==> config.mk <==
export PLATFORM = sky130hd
export DESIGN_NAME = rx_status_irq_regs
export DESIGN_NICKNAME = d
export VERILOG_FILES = /design/src/rtl/rxsi_pkg.sv /design/src/rtl/rxsi_bit_cell.sv /design/src/rtl/rxsi_regif.sv /design/src/rtl/rx_status_irq_regs.sv
export SDC_FILE = /design/constraint.sdc
export NUM_CORES = 1
export LEC_CHECK = 0
export BUFFER_PORTS_ARGS = -buffer_cell sky130_fd_sc_hd__buf_2
export CELL_PAD_IN_SITES_DETAIL_PLACEMENT = 1
export CELL_PAD_IN_SITES_GLOBAL_PLACEMENT = 2
export CORE_MARGIN = 3
export CORE_UTILIZATION = 30
export CTS_BUF_LIST = sky130_fd_sc_hd__clkbuf_16
export DETAILED_ROUTE_END_ITERATION = 12
export GPL_TIMING_DRIVEN = 0
export MAX_ROUTING_LAYER = met4
export PLACE_DENSITY = 0.74
export SKIP_CTS_REPAIR_TIMING = 1
export SYNTH_ARGS = -nofsm -noshare
export SYNTH_HDL_FRONTEND = slang
export SYNTH_SLANG_ARGS = --single-unit
==> constraint.sdc <==
create_clock -name clk -period 1.5 [get_ports clk]
set_input_delay 0.225 -clock clk [delete_from_list [all_inputs] [get_ports clk]]
set_output_delay 0.225 -clock clk [all_outputs]
set_load 0.03 [all_outputs]
==> src/rtl/rxsi_pkg.sv <==
package rxsi_pkg;
  localparam int NBITS   = 8;
  localparam int B_VALID = 7;
  localparam int B_EMPH  = 6;
  localparam int B_NAUD  = 5;
  localparam int B_PREAM = 4;
  localparam int B_CRC   = 3;
  localparam int B_NOSTR = 2;
  localparam int B_FRAME = 1;
  localparam int B_LOCK  = 0;

  localparam logic [NBITS-1:0] STICKY_MAP = (NBITS'(1) << B_CRC) | (NBITS'(1) << B_FRAME);

  function automatic logic irq_reduce(input logic [NBITS-1:0] pend,
                                      input logic [NBITS-1:0] en);
    return |(pend & en);
  endfunction

  function automatic logic next_flag(input logic cur, input logic set, input logic clr);
    return set | (cur & ~clr);
  endfunction
endpackage

==> src/rtl/rxsi_bit_cell.sv <==
module rxsi_bit_cell #(
  parameter bit STICKY = 1'b0
) (
  input  logic clk,
  input  logic rst_n,
  input  logic raw_i,
  input  logic extra_chg_i,
  input  logic clr_i,
  output logic view_o,
  output logic pend_o
);
  import rxsi_pkg::*;

  logic set_evt;
  logic pend_q;

  generate
    if (STICKY) begin : g_sticky
      logic held_q;
      assign set_evt = raw_i;
      always_ff @(posedge clk or negedge rst_n) begin
        if (!rst_n) held_q <= 1'b0;
        else        held_q <= next_flag(held_q, raw_i, clr_i);
      end
      assign view_o = held_q;

      assert_sticky_hold_R4: assert property (@(posedge clk) disable iff (!rst_n)
        (held_q && !clr_i) |=> held_q);
      assert_sticky_clear_R4: assert property (@(posedge clk) disable iff (!rst_n)
        (clr_i && !raw_i) |=> !held_q);
    end else begin : g_level
      logic prev_q;
      always_ff @(posedge clk or negedge rst_n) begin
        if (!rst_n) prev_q <= 1'b0;
        else        prev_q <= raw_i;
      end
      assign set_evt = (raw_i ^ prev_q) | extra_chg_i;
      assign view_o  = raw_i;
    end
  endgenerate

  always_ff @(posedge clk or negedge rst_n) begin
    if (!rst_n) pend_q <= 1'b0;
    else        pend_q <= next_flag(pend_q, set_evt, clr_i);
  end
  assign pend_o = pend_q;

  assert_event_wins_R9: assert property (@(posedge clk) disable iff (!rst_n)
    set_evt |=> pend_q);
  assert_read_clears_R6: assert property (@(posedge clk) disable iff (!rst_n)
    (clr_i && !set_evt) |=> !pend_q);
endmodule

==> src/rtl/rxsi_regif.sv <==
module rxsi_regif #(
  parameter int AW = 7,
  parameter int DW = 8,
  parameter logic [AW-1:0] STAT_ADDR = 7'h18,
  parameter logic [AW-1:0] MASK_ADDR = 7'h19
) (
  input  logic          clk,
  input  logic          rst_n,
  input  logic [AW-1:0] addr_i,
  input  logic          rd_i,
  input  logic          wr_i,
  input  logic [DW-1:0] wdata_i,
  input  logic [DW-1:0] status_i,
  output logic [DW-1:0] rdata_o,
  output logic [DW-1:0] mask_o,
  output logic          stat_rd_o
);
  logic          mask_wr;
  logic [DW-1:0] mask_q;

  assign mask_wr   = wr_i && (addr_i == MASK_ADDR);
  assign stat_rd_o = rd_i && (addr_i == STAT_ADDR);

  always_ff @(posedge clk or negedge rst_n) begin
    if (!rst_n)       mask_q <= '0;
    else if (mask_wr) mask_q <= wdata_i;
  end
  assign mask_o = mask_q;

  always_comb begin
    rdata_o = '0;
    if (rd_i) begin
      if (addr_i == STAT_ADDR)      rdata_o = status_i;
      else if (addr_i == MASK_ADDR) rdata_o = mask_q;
    end
  end

  assert_mask_write_R2: assert property (@(posedge clk) disable iff (!rst_n)
    mask_wr |=> (mask_q == $past(wdata_i)));
  assert_mask_keep_R2: assert property (@(posedge clk) disable iff (!rst_n)
    !mask_wr |=> $stable(mask_q));
endmodule

==> src/rtl/rx_status_irq_regs.sv <==
module rx_status_irq_regs #(
  parameter int AW     = 7,
  parameter int KIND_W = 2
) (
  input  logic              clk,
  input  logic              rst_n,
  input  logic [AW-1:0]     bus_addr_i,
  input  logic              bus_rd_i,
  input  logic              bus_wr_i,
  input  logic [7:0]        bus_wdata_i,
  output logic [7:0]        bus_rdata_o,
  input  logic              validity_i,
  input  logic              emphasis_i,
  input  logic              nonaudio_i,
  input  logic [KIND_W-1:0] nonaudio_kind_i,
  input  logic              preamble_i,
  input  logic              crc_err_i,
  input  logic              no_stream_i,
  input  logic              frame_err_i,
  input  logic              lock_i,
  output logic              irq_o
);
  import rxsi_pkg::*;

  logic [NBITS-1:0]  raw_vec;
  logic [NBITS-1:0]  extra_vec;
  logic [NBITS-1:0]  view_vec;
  logic [NBITS-1:0]  pend_vec;
  logic [NBITS-1:0]  mask_vec;
  logic              stat_rd;
  logic [KIND_W-1:0] kind_prev_q;
  logic              kind_chg;

  always_comb begin
    raw_vec          = '0;
    raw_vec[B_VALID] = validity_i;
    raw_vec[B_EMPH]  = emphasis_i;
    raw_vec[B_NAUD]  = nonaudio_i;
    raw_vec[B_PREAM] = preamble_i;
    raw_vec[B_CRC]   = crc_err_i;
    raw_vec[B_NOSTR] = no_stream_i;
    raw_vec[B_FRAME] = frame_err_i;
    raw_vec[B_LOCK]  = lock_i;
  end

  always_ff @(posedge clk or negedge rst_n) begin
    if (!rst_n) kind_prev_q <= '0;
    else        kind_prev_q <= nonaudio_kind_i;
  end
  assign kind_chg = nonaudio_i && (nonaudio_kind_i != kind_prev_q);

  always_comb begin
    extra_vec         = '0;
    extra_vec[B_NAUD] = kind_chg;
  end

  for (genvar i = 0; i < NBITS; i++) begin : g_bit
    rxsi_bit_cell #(.STICKY(STICKY_MAP[i])) u_cell (
      .clk        (clk),
      .rst_n      (rst_n),
      .raw_i      (raw_vec[i]),
      .extra_chg_i(extra_vec[i]),
      .clr_i      (stat_rd),
      .view_o     (view_vec[i]),
      .pend_o     (pend_vec[i])
    );
  end

  rxsi_regif #(.AW(AW), .DW(NBITS)) u_regif (
    .clk      (clk),
    .rst_n    (rst_n),
    .addr_i   (bus_addr_i),
    .rd_i     (bus_rd_i),
    .wr_i     (bus_wr_i),
    .wdata_i  (bus_wdata_i),
    .status_i (view_vec),
    .rdata_o  (bus_rdata_o),
    .mask_o   (mask_vec),
    .stat_rd_o(stat_rd)
  );

  assign irq_o = irq_reduce(pend_vec, mask_vec);

  assert_irq_blocked_R8: assert property (@(posedge clk) disable iff (!rst_n)
    (mask_vec == '0) |-> !irq_o);
  assert_kind_pending_R7: assert property (@(posedge clk) disable iff (!rst_n)
    kind_chg |=> pend_vec[B_NAUD]);
  assert_irq_after_read_R6: assert property (@(posedge clk) disable iff (!rst_n)
    (stat_rd && raw_vec == $past(raw_vec) && !kind_chg && raw_vec[B_CRC] == 1'b0
     && raw_vec[B_FRAME] == 1'b0) |=> (pend_vec == '0));
endmodule

==> metrics <==
status=finished with violations; failing checks=negative hold slack; Slew HR=60.9%; Final setup viols=0; leading post-synthesis cells by cell area=dfrtp_1 (58%), a22oi_1 (8.0%), mux2_2 (7.0%); vias in the first global route=962; crit start category=register; WHS=-32.3 ps; routed len/inst=16.1 um; Cells after Synth=82; CTS max path bufs=2; routability cong.=0.743; Reg-to-Reg Start=kind_prev_q[1]; crit path from=u_regif.mask_o[2]; Pwr Density=1130 nW/um^2; XOR/XNOR share of the synthesized area=5.44%; core area=3470 um^2; mux cell area share after synthesis=8.33%; yosys warns=0; CTS buffer count=3; total routed wirelength=2750 um; Final Hold Viols=26; Final Core Density=43.1%; FF-to-FF End=g_bit[5].u_cell.pend_o; clk sinks=26; final setup skew=4.12 ps; Critical Path End=irq_o; Synth top area share=57.8%; Synth Register Bits=26; Yosys top cell by area=dfrtp_1; pre-CTS setup slack=-232 ps; I/O pin total=38; Cell variety after synth=16; Final ANT Viol Nets=0; CTS tree=done; All-Layer GR Usage=14.4%; sequential element share of the synthesized area=57.8%; average size of a mapped cell=13.7 um^2; initial antenna violation count=0; vias per cell=4.82; Inst Count DP=165; reg2reg path depth=3; proportion of layout cells with a drive suffix above 1=45.6%; worst setup margin=63.1 ps; I/O Buffers=37; Final nets=155; std cell rows=21; Finished Layout Cells=171; Worst Path Arrival=1210 ps; Pre-antenna DRT Iters=4; H-tree depth=1; Clock Root Buffer=clkbuf_16; # Max-Cap Violations=0; count of pins over their slew limit=0; largest family of logic cells by synthesized area=compound AO/OA/AOI/OAI gates; Via Count=825; compound-cell area share of the yosys netlist=14.8%; Worst Path Max Fanout=3; CP required=1270 ps; die height=67.3 um; Peak VDD IR=609 uV; Mapped Area=1130 um^2; drt initial violations=5; Slew @ Worst Pin=586 ps; clock latency on the worst-skew pair=260 ps; Worst Hold Class=in2async; area share of fa/ha/maj cells after synthesis=0%; kind of critical path=reg2out; Mapped Nets=111; Final Power=1.69 mW; leakage=0.670 nW; Area growth, synth to finish=32.9%; number of antenna diodes=0; die footprint=4520 um^2; Tmin final=1440 ps; DRC viols=0; fmax=0.696 GHz; Worst-path clk slew=70 ps; CP endpoint kind=output pin; simple-gate share of the synthesized area=12.7%; dpl hpwl=2050 um; first-pass GRT wire length=4740 um; overflow left after global routing=0; largest net degree at the start of global routing=27; R2R setup slack=570 ps; part of the cycle the worst path needs=95.8%; effective utilization at floorplan=32.5%; RSZ-0062 raised after global routing=false; Die X=67.3 um
## metal layers
layer | part of all wire [%] | global-route usage [%] | up-vias
li1 | - | - | 387
met1 | 43 | 17.6 | 413
met2 | 52 | 24.8 | 23
met3 | 4.8 | 3.66 | 2
met4 | 0.47 | 1.52 | 0
met5 | 0 | - | -
## synth_stat cells
| master | instances |
|---|---|
| dfrtp_1 | 26 |
| xor2_1 | 7 |
| nor3_1 | 1 |
| buf_6 | 1 |
| nand2_1 | 2 |
| and4bb_1 | 1 |
| o2bb2ai_1 | 1 |
| mux2_4 | 1 |
| nor3b_4 | 1 |
| a21o_1 | 9 |
| nor4b_4 | 1 |
| nand3_4 | 2 |
| a22oi_1 | 12 |
| mux2_2 | 7 |
| nand4_1 | 1 |
| nor2_1 | 9 |
## how the worst min path moves through the flow
stage | endpoint | startpoint | slack, ps | depth (start not counted)
after floorplan | g_bit[0].u_cell.g_level.prev_q | rst_n | -70 | 0
after global placement | g_bit[5].u_cell.pend_o | rst_n | 250 | 1
after detailed placement | u_regif.mask_o[2] | rst_n | 270 | 1
after CTS | g_bit[2].u_cell.pend_o | rst_n | -10 | 1
after global routing | g_bit[2].u_cell.pend_o | rst_n | 20 | 1
final | g_bit[4].u_cell.g_level.prev_q | rst_n | -30 | 1
## where the power goes
group	switching [mW]	internal (mW)	total, mW
combinational	0.0954	0.0788	0.174
clock	0.233	0.530	0.763
sequential	0.0208	0.731	0.752
total	0.349	1.34	1.69
## per-stage QoR
stage,instance area (um^2),setup TNS [ps]
finish,1500,0
floorplan,1130,0
CTS,1470,-1510
detailed placement,1370,-2200
global route,1500,0
global placement,1370,-2240
## critical path, stage by stage (launching register included)
cell     delay, ps
dfrtp_1        390
a22oi_1        210
nand4_1        150
buf_2          200
## placed cells by master (no fill, tap or decap)
cell | Yosys | routed
buf_6 | 1 | 1
nor3_1 | 1 | 1
nand2_1 | 2 | 1
nand2_4 | 0 | 1
nor3b_4 | 1 | 1
bufinv_16 | 0 | 1
xor2_1 | 7 | 7
o2bb2ai_1 | 1 | 1
dfrtp_1 | 26 | 26
mux2_2 | 7 | 7
and4bb_1 | 1 | 1
nand3_4 | 2 | 2
mux2_4 | 1 | 1
a21o_1 | 9 | 9
buf_2 | 0 | 37
nor4b_4 | 1 | 1
buf_4 | 0 | 2
a22oi_1 | 12 | 12
nand4_1 | 1 | 1
nor2_1 | 9 | 9
clkbuf_16 | 0 | 3
## cell type report
cell class                 instances  area, um^2
fill                             385        1970
timing repair buffer              39         200
buffer                             1        11.3
clock inverter                     1        30.0
multi-input combinational         55         472
tap                               46        57.6
sequential                        26         651
clock buffer                       3        75.1
## sequential cells by signal, indices dropped and copies added, names as in the netlist
register,cells
g_bit.u_cell.view_o,2
g_bit.u_cell.pend_o,8
kind_prev_q,2
u_regif.mask_o,8
g_bit.u_cell.g_level.prev_q,6
## cell families (layout without fill, tap and decap cells)
| family | after synthesis | in the layout |
|---|---|---|
| multiplexers | 8 | 8 |
| XOR/XNOR | 7 | 7 |
| buffers and inverters | 1 | 44 |
| flip-flops | 26 | 26 |
| AND/OR/NAND/NOR | 18 | 18 |
| AO/OA/AOI/OAI | 22 | 22 |
Note: power is estimated with default switching activity, not from simulation.
